**config.mk**
```make
export PLATFORM = sky130hd
export DESIGN_NAME = irq_router
export DESIGN_NICKNAME = d
export VERILOG_FILES = /design/src/rtl/irq_router_pkg.sv /design/src/rtl/irq_route_decode.sv /design/src/rtl/irq_route_regs.sv /design/src/rtl/irq_route_fanout.sv /design/src/rtl/irq_router.sv
export SDC_FILE = /design/constraint.sdc
export NUM_CORES = 1
export LEC_CHECK = 0
export CORE_MARGIN = 2
export CORE_UTILIZATION = 40
export CTS_CLUSTER_SIZE = 30
export DETAILED_ROUTE_END_ITERATION = 10
export DONT_BUFFER_PORTS = 1
export HOLD_SLACK_MARGIN = 0.02
export SETUP_SLACK_MARGIN = 0.05
export SLEW_MARGIN = 20
export SYNTH_ARGS = -nofsm -noshare
export SYNTH_HDL_FRONTEND = slang
export SYNTH_SLANG_ARGS = --single-unit
```
**constraint.sdc**
```tcl
create_clock -name clk -period 2.95 [get_ports clk]
set_input_delay 0.4425 -clock clk [delete_from_list [all_inputs] [get_ports clk]]
set_output_delay 0.4425 -clock clk [all_outputs]
set_load 0.05 [all_outputs]
```
**src/rtl/irq_router_pkg.sv**
```systemverilog
package irq_router_pkg;
    localparam int NUM_CORES   = 2;
    localparam int DATA_W      = 16;
    localparam int ROUTE_BASE  = 'h80;
    localparam int CORE_ID_OFS = 'h4;

    typedef logic [NUM_CORES-1:0] route_t;
endpackage

```
**src/rtl/irq_route_decode.sv**
```systemverilog
module irq_route_decode #(
    parameter int NUM_SRC = 112,
    parameter int ADDR_W  = 9,
    localparam int IDX_W  = (NUM_SRC > 1) ? $clog2(NUM_SRC) : 1
) (
    input  logic [ADDR_W-1:0] addr,
    output logic              route_hit,
    output logic [IDX_W-1:0]  route_idx,
    output logic              core_hit
);
    import irq_router_pkg::*;

    logic [ADDR_W-1:0] offset;
    logic [ADDR_W-1:0] half;

    always_comb begin
        offset    = addr - ADDR_W'(ROUTE_BASE);
        half      = offset >> 1;
        route_hit = (addr >= ADDR_W'(ROUTE_BASE)) && !offset[0]
                    && (half < ADDR_W'(NUM_SRC));
        route_idx = half[IDX_W-1:0];
        core_hit  = (addr == ADDR_W'(CORE_ID_OFS));
    end
endmodule

```
**src/rtl/irq_route_regs.sv**
```systemverilog
module irq_route_regs #(
    parameter int NUM_SRC = 112,
    localparam int IDX_W  = (NUM_SRC > 1) ? $clog2(NUM_SRC) : 1
) (
    input  logic                                    clk,
    input  logic                                    rst_n,
    input  logic                                    wr_en,
    input  logic [IDX_W-1:0]                        wr_idx,
    input  irq_router_pkg::route_t                  wr_field,
    output irq_router_pkg::route_t [NUM_SRC-1:0]    routes
);
    import irq_router_pkg::*;

    typedef struct packed {
        route_t [NUM_SRC-1:0] field;
    } regs_t;

    regs_t regs_d, regs_q;

    always_comb begin
        regs_d = regs_q;
        if (wr_en) begin
            regs_d.field[wr_idx] = wr_field;
        end
    end

    always_ff @(posedge clk) begin
        if (!rst_n) begin
            regs_q <= '0;
        end else begin
            regs_q <= regs_d;
        end
    end

    assign routes = regs_q.field;
endmodule

```
**src/rtl/irq_route_fanout.sv**
```systemverilog
module irq_route_fanout #(
    parameter int NUM_SRC = 112
) (
    input  logic [NUM_SRC-1:0]                      irq_in,
    input  irq_router_pkg::route_t [NUM_SRC-1:0]    routes,
    output logic [irq_router_pkg::NUM_CORES-1:0][NUM_SRC-1:0] irq_out
);
    import irq_router_pkg::*;

    for (genvar k = 0; k < NUM_CORES; k++) begin : g_core
        for (genvar n = 0; n < NUM_SRC; n++) begin : g_src
            assign irq_out[k][n] = irq_in[n] & routes[n][k];
        end
    end
endmodule

```
**src/rtl/irq_router.sv**
```systemverilog
module irq_router #(
    parameter int NUM_SRC = 112,
    parameter int ADDR_W  = 9
) (
    input  logic               clk,
    input  logic               rst_n,
    input  logic               bus_en,
    input  logic               bus_we,
    input  logic [ADDR_W-1:0]  bus_addr,
    input  logic [15:0]        bus_wdata,
    input  logic               bus_core,
    output logic [15:0]        bus_rdata,
    input  logic [NUM_SRC-1:0] irq_in,
    output logic [NUM_SRC-1:0] irq_core0,
    output logic [NUM_SRC-1:0] irq_core1
);
    import irq_router_pkg::*;

    localparam int IDX_W = (NUM_SRC > 1) ? $clog2(NUM_SRC) : 1;

    logic                          route_hit;
    logic                          core_hit;
    logic [IDX_W-1:0]              route_idx;
    route_t [NUM_SRC-1:0]          routes;
    logic [NUM_CORES-1:0][NUM_SRC-1:0] irq_out;
    logic                          wr_en;

    irq_route_decode #(.NUM_SRC(NUM_SRC), .ADDR_W(ADDR_W)) u_decode (
        .addr      (bus_addr),
        .route_hit (route_hit),
        .route_idx (route_idx),
        .core_hit  (core_hit)
    );

    assign wr_en = bus_en && bus_we && route_hit;

    irq_route_regs #(.NUM_SRC(NUM_SRC)) u_regs (
        .clk      (clk),
        .rst_n    (rst_n),
        .wr_en    (wr_en),
        .wr_idx   (route_idx),
        .wr_field (bus_wdata[NUM_CORES-1:0]),
        .routes   (routes)
    );

    irq_route_fanout #(.NUM_SRC(NUM_SRC)) u_fanout (
        .irq_in  (irq_in),
        .routes  (routes),
        .irq_out (irq_out)
    );

    assign irq_core0 = irq_out[0];
    assign irq_core1 = irq_out[1];

    typedef struct packed {
        logic [DATA_W-1:0] rdata;
    } rd_t;

    rd_t rd_d, rd_q;

    always_comb begin
        rd_d = '0;
        if (bus_en && !bus_we) begin
            if (core_hit) begin
                rd_d.rdata = {{(DATA_W-1){1'b0}}, bus_core};
            end else if (route_hit) begin
                rd_d.rdata = {{(DATA_W-NUM_CORES){1'b0}}, routes[route_idx]};
            end
        end
    end

    always_ff @(posedge clk) begin
        if (!rst_n) begin
            rd_q <= '0;
        end else begin
            rd_q <= rd_d;
        end
    end

    assign bus_rdata = rd_q.rdata;
endmodule

```
==> results.md, run 1 <==
- Status: completed
- Clock Sinks: between 200 and 250
- Sw Ratio: between 20% and 30%
- Layout fillers: 3106
- Buffers added on ports: 0
- DIE WIDTH: 187 um
- LEAKAGE: just under 6 nW
- Ant. Diodes: 0
- HPWL after detailed placement: roughly 28000 um
- CTS tree: built
- Number of H-tree levels: 1
- Largest net degree at the start of global routing: roughly 230
- Root Buffer: clkbuf_16
- Buf/Inv on CP: 1
- Register bit count reported by yosys: ~230
- Final instance area: about 14000 um^2
- Highest Signal Layer: met4
- Min-Delay Path Class: in2reg
- Row count: 66
- Drt wl/cell: about 24 um
- Area Growth Syn to Fin: 8.20%
- Global route overflow: 0
- Reg clk slew, reported paths: ~0.06 ns
- Max Clock Skew: about 0.0063 ns
- Worst-path cell chain: or4b_4, o21ai_2, nand4_1, buf_12, nor3_1, mux2i_1, nor2b_1
- Setup crit start kind: primary input
- DRT antenna net count: 0
- Drt via density: 5.56
- Mapped Area: approximately 13000 um^2
- Crit path time final: 2.14 ns
- Placer congestion estimate: a little under 0.8
- Period utilisation layout: between 70% and 80%
- Slew Limit Fails: 0
- Setup CP Type: in2reg
- # DRC: 0
- Setup-failing EPs final: 0
- Yosys warns: 0
- Distinct cell type count after synthesis: 53
- Unrepaired setup endpoints after global routing: no
- Routed wl met3: ~2500 um
- CP delay by family, top: simple AND/OR/NAND/NOR gates
- Setup crit end kind: register
- Metal2 WL: 19800 um
- Sw power: 1.49 mW
- Initial antenna violation count: 0
- CP required: 3.37 ns
- Worst Path Max Fanout: 30
- Worst ir drop on vdd: about 440 uV
- Die height: between 150 and 200 um
- Worst r2r src: u_regs.routes[20]$_SDFFE_PN0P_
- Max-slew headroom: 59.2%
- Resized cells post-CTS: 0
- CP max-delay cell: or4b_4
- Postcts setup bufs: 0
- Routed WL: 42000 um
- Placed cell areas: about 14000 um^2
- Worst-case clock buffer depth: 3
- Crit-path max cell delay: ~0.64 ns
- Initial DRC Count: ~600
- Vias in the first global route: between 9000 and 10000
- Iteration count of the initial detailed-routing pass: 5
- Worst-skew pair later-pin latency: 0.53 ns
- First-pass GRT wire length: around 60000 um
- Syn avg cell area: around 9.8 um^2
- Final hold viol count: 0
- Routed length on met1: about 19000 um
- Register area: 4520 um^2
- GRT Util Overall: between 20% and 30%
- Hold buffer count at CTS: 0
- Async S/R FF share, synth: 0%
- Synthesized instance count: 1360
- Hold path startpoint: rst_n
- Clock network fraction of design power: around half
- PD cells: 461 nW/um^2
- Nets@finish: roughly 1500
- Comb pwr share: 4.9%
- CP Data Arrival Time: between 2 and 3 ns
- Max Clock Freq: between 400 and 500 MHz
- EDFF count, synth: 0
- Int Pwr: between 5 and 6 mW
- Die area: 34800 um^2
- CP startpoint: bus_addr[6]
- Initial Util: 40.8%
- Worst Tran Pin Value: 0.612 ns
- Seq pwr share: roughly 46%
- I/O pins: around 380
- Setup tns final: 0 ns
- Ys flop type: dfxtp_1
- Area of the core: 32700 um^2
- Register area share after synthesis: between 30% and 40%
- Multi-input gate area: about 8300 um^2
- Share of layout cells above drive strength 1: about 12%
- CTS Buf Count: 26
- Via count: about 9800
- MaxCap Viol Count: 0
-- path summary, 6_finish.rpt --
kind	end	slack (ns)	cells after the start
setup / recovery	u_regs.routes[174]$_SDFFE_PN0P_	0.81	7
hold / removal	u_regs.routes[67]$_SDFFE_PN0P_	0.05	1
setup reg to reg	bus_rdata[0]$_SDFF_PN0_	1.00	6
hold reg to reg	u_regs.routes[106]$_SDFFE_PN0P_	0.54	2
-- metal layers --
metal / up-vias / global-route usage (%)
met1: 4795 / 30.9
li1: 4561 / -
met2: 391 / 38.4
met3: 64 / 3.57
met5: - / 0
met4: 0 / 6.44
-- worst register-to-register path, delay by kind of cell, from the launching register on --
family | cells | cell delay (ns)
compound gates | 5 | 0.99
flops | 1 | 0.35
mux | 1 | 0.51
-- final cells by class --
class | instances | share of cell area, %
multi-input cells | 1026 | 57.4
clock inverters | 2 | 0.416
inverters | 7 | 0.182
clock buffers | 39 | 5.48
flip-flops and latches | 226 | 31.3
repair buffers | 21 | 1.35
well taps | 442 | 3.83
-- metrics by stage --
step | power (mW) | std cells | setup WS (ns) | utilization, % | hold WS [ns]
floorplan | 3.49 | 1373 | 0.611 | - | 0.488
global placement | 3.45 | 1722 | 0.296 | 41.5 | 0.519
detailed placement | 3.45 | 1722 | 0.236 | 41.5 | 0.528
CTS | 6.71 | 1763 | 0.792 | 44.1 | 0.0440
global route | 6.83 | 1763 | 0.696 | 44.1 | 0.0416
finish | 6.66 | 1763 | 0.808 | 44.1 | 0.0490
-- power groups by stage --
stage               Clock [mW]  Sequential (mW)  Combinational, mW
floorplan                    0             3.12              0.370
global placement             0             3.12              0.325
detailed placement           0             3.12              0.326
CTS                       3.33             3.05              0.327
global route              3.44             3.05              0.337
finish                    3.28             3.05              0.326
-- flip-flops by register name, summed over array words and instances, names as in the netlist --
| name | flops |
|---|---|
| u_regs.routes | 224 |
| bus_rdata | 2 |
-- synthesized netlist by cell type, types with 2 or more instances --
cell,n,area share [%]
mux4_2,40,6.8
o2111ai_1,3,0.20
dfxtp_1,226,34
mux2_2,7,0.59
nor3_4,40,4.9
a211oi_1,7,0.39
nand3_1,70,2.6
buf_4,14,0.79
buf_1,11,0.31
o2bb2ai_1,2,0.13
and2_1,227,11
a221oi_1,4,0.26
a22o_1,2,0.13
mux2i_1,247,19
and3_1,4,0.19
or2_2,3,0.14
a2111oi_0,2,0.13
inv_1,7,0.20
nor3_1,17,0.64
nor2_1,32,0.90
nor2b_1,230,11
buf_8,4,0.45
nand4_1,2,0.094
buf_2,24,0.90
nand2b_1,5,0.23
ha_1,2,0.19
nand3b_1,5,0.28
a31oi_1,4,0.19
a22oi_1,7,0.39
o22ai_1,5,0.23
nand2_1,18,0.51
buf_6,2,0.17
o21ai_0,6,0.23
a21oi_1,4,0.15
clkbuf_1,59,1.7
-- logic make-up after synthesis --
family,Yosys count,synth area share (%)
other cells,1,0.0281
buf+inv,121,4.47
mux,294,25.9
fa+ha+maj,2,0.188
compound gates,57,3.17
simple gates,659,32.4
flops,226,33.9
-- placed cells by master, fill, tap and decap left out, drive strengths merged, types with 3 or more instances in the layout --
master,n
mux2,7
a221oi,4
o22ai,5
nor2b,230
a31oi,4
o21ai,7
clkbuf,39
o2111ai,3
dfxtp,226
nor3,58
a22oi,7
nand2b,5
mux4,40
a21oi,4
nand2,18
or2,3
a211oi,7
buf,21
conb,14
and3,4
mux2i,247
and2,227
nor2,32
inv,7
nand3b,5
nand3,70
(Power assumes the default switching activity.)
==> run 2, diff against run 1 <==
--- a/config.mk
+++ b/config.mk
@@ -5,6 +5,7 @@
 export SDC_FILE = /design/constraint.sdc
 export NUM_CORES = 1
 export LEC_CHECK = 0
+export ABC_AREA = 1
 export CORE_MARGIN = 2
 export CORE_UTILIZATION = 40
 export CTS_CLUSTER_SIZE = 30
==> constraint.sdc (replaced) <==
create_clock -name clk -period 2.2 [get_ports clk]
set_input_delay 0.33 -clock clk [delete_from_list [all_inputs] [get_ports clk]]
set_output_delay 0.33 -clock clk [all_outputs]
set_load 0.05 [all_outputs]
==> results.md, run 2 <==
- Global route overflow: 0
- Initial Util: between 40 and 50%
- Synth area leaders: dfxtp_1, nand2_1, nand4_1, inv_1, a21oi_1
- Most frequent cell after synthesis: nand2_1
- Status: completed
- Number of H-tree levels: 1
- LEAKAGE: 7.30 nW
- Routed WL: slightly above 50000 um
- PD cells: between 500 and 600 nW/um^2
- Final hold viol count: 0
- Largest net degree at the start of global routing: around 120
- Crit-path max cell delay: roughly 0.55 ns
- First-pass GRT wire length: about 75000 um
- Root Buffer: clkbuf_16
- Worst ir drop on vdd: ~530 uV
- Iteration count of the initial detailed-routing pass: 6
- Clock Sinks: ~230
- Layout fillers: 3663
- Setup-failing EPs final: 0
- Share of layout cells above drive strength 1: between 5 and 6%
- Vias in the first global route: 13000
- I/O pins: roughly 380
- Max-slew headroom: 55.9%
- Crit path time final: approximately 2.1 ns
- Register area: about 4500 um^2
- Largest register FFs: between 200 and 250
- Worst-case clock buffer depth: 3
- Drt wl/cell: 18.2 um
- DIE WIDTH: 191 um
- Hold path startpoint: bus_en
- GRT Util Overall: approximately a quarter
- Row count: 68
- Worst-skew pair later-pin latency: between 0.5 and 0.6 ns
- Max Clock Freq: 485 MHz
- CP startpoint: bus_addr[1]
- Hold_ws: 0.0513 ns
- DRT antenna net count: 0
- CTS tree: built
- Buffers added on ports: 0
- Ys flop type: dfxtp_1
- Multi-input gate area: 7230 um^2
- Area Growth Syn to Fin: 11.0%
- CTS Buf Count: 26
- Worst r2r src: u_regs.routes[20]$_SDFFE_PN0P_
- Reg clk slew, reported paths: approximately 0.070 ns
- Drt via density: around 5.5
- Max Clock Skew: around 0.028 ns
- Slew Limit Fails: 0
- Unrepaired setup endpoints after global routing: no
- Die area: 36500 um^2
- Initial antenna violation count: 1
- Period utilisation layout: approximately 94%
- Async S/R FF share, synth: 0%
- Worst Tran Pin Value: between 0.6 and 0.7 ns
- Setup CP Type: in2reg
- Post-synth top area share: 32.4%
- Placer congestion estimate: between 0.8 and 0.9
- Setup crit end kind: register
- Register area share after synthesis: 32.4%
- CP required: 2.68 ns
- Setup crit start kind: primary input
- Worst Path Max Fanout: 123
- Yosys warns: 0
- Top cells by count, synth: nand2_1, inv_1, a21oi_1
- Mapped Area: 14000 um^2
- # DRC: 0
- CP delay by family, top: buffers and inverters
- Via count: 15300
- Initial DRC Count: 1334
- Die height: roughly 190 um
- Worst-path cell chain: inv_4, nand2_1, o31ai_2, nand2_2, nor2_8, buf_12, buf_16, nand3_1, clkinv_1, nand2_1, dlygate4sd3_1, a21oi_1
- Most common cell after layout, fill and taps aside: nand2_1
- Commonest non-fill, non-tap cells in the layout: nand2_1, inv_1, a21oi_1
- Nets@finish: 2444
- Buf/Inv on CP: 5
- EDFF count, synth: 0
- Most used cell, CP: nand2_1
- Syn avg cell area: roughly 6 um^2
- Min-Delay Path Class: in2reg
- CP max-delay cell: dlygate4sd3_1
- Register bit count reported by yosys: 226
- Cell taking the most area after synthesis: dfxtp_1
- HPWL after detailed placement: 32100 um
- Distinct cell type count after synthesis: 29
- Power, Total: 9.29 mW
- MaxCap Viol Count: 0
- Area of the core: 34500 um^2
- CP Data Arrival Time: 2.54 ns
- Synthesized instance count: ~2400
## run 2: cell count changes after synthesis, moves of 227 or more
cell	delta
mux2i_1	-247
inv_1	+322
nand2_1	+881
nor2b_1	-230
and2_1	-227
a21oi_1	+231
## run 2: path summary, 6_finish.rpt
path / endpoint / cells after the start / slack, ns
max: u_regs.routes[215]$_SDFFE_PN0P_ / 12 / 0.14
min: bus_rdata[1]$_SDFF_PP0_ / 4 / 0.05
max reg2reg: bus_rdata[0]$_SDFF_PN0_ / 11 / 0.56
min reg2reg: u_regs.routes[206]$_SDFFE_PN0P_ / 2 / 0.48
## run 2: kinds of logic after synthesis
kind of cell | count (synthesis) | share of synthesized area (%)
AO/OA/AOI/OAI | 253 | 9.16
adder cells (fa/ha/maj) | 2 | 0.179
buffers and inverters | 536 | 16.6
flip-flops | 226 | 32.4
other | 1 | 0.0268
AND/OR/NAND/NOR | 1338 | 41.7
## run 2: layout make-up
cell class	instances	share of cell area [%]
inverters	341	8.30
flip-flops and latches	226	29.2
diodes	1	0.0161
clock inverters	5	0.323
multi-input cells	1607	46.6
well taps	455	3.67
repair buffers	98	6.69
clock buffers	41	5.27
## run 2: worst register-to-register path, stage by stage, from the launching register on
cell     delay (ns)
dfxtp_1        0.35
or2_2          0.30
nand3_1        0.07
nand2_1        0.05
o21ai_0        0.17
nand2_1        0.11
nor2_1         0.15
nor2_1         0.10
nor2_1         0.09
nand2_1        0.07
nand2_1        0.06
nand2_1        0.04
## run 2: metal layers
layer	share of wire [%]	track usage, %
met4	2.7	7.51
met2	46	43.0
met1	43	35.5
met3	8.0	3.89
met5	0	0
## run 2: where the power goes
group	total (mW)	internal, mW	leakage, nW	switching (mW)
clock network	4.45	2.64	0.433	1.81
registers	4.09	4.09	1.82	0.00169
logic	0.744	0.158	5.05	0.586
total	9.29	6.90	7.30	2.39
## run 2: per-stage QoR
stage,util [%],cells,setup WS [ns],setup TNS [ns],cell area (um^2)
2_1_floorplan,-,2369,0.407,0,14000
3_3_place_gp,41.1,2686,-0.113,-1.58,14200
3_5_place_dp,41.1,2686,-0.183,-4.09,14200
4_1_cts,44.8,2769,0.0755,0,15400
5_1_grt,45.0,2773,0.0938,0,15500
6_report,45.0,2774,0.138,0,15500
## run 2: what timing repair did
item,CTS,global route
setup endpoints to repair,0,3
buffers inserted,0,3
hold buffers,37,0
gates resized for setup,0,3
hold endpoints to repair,226,0
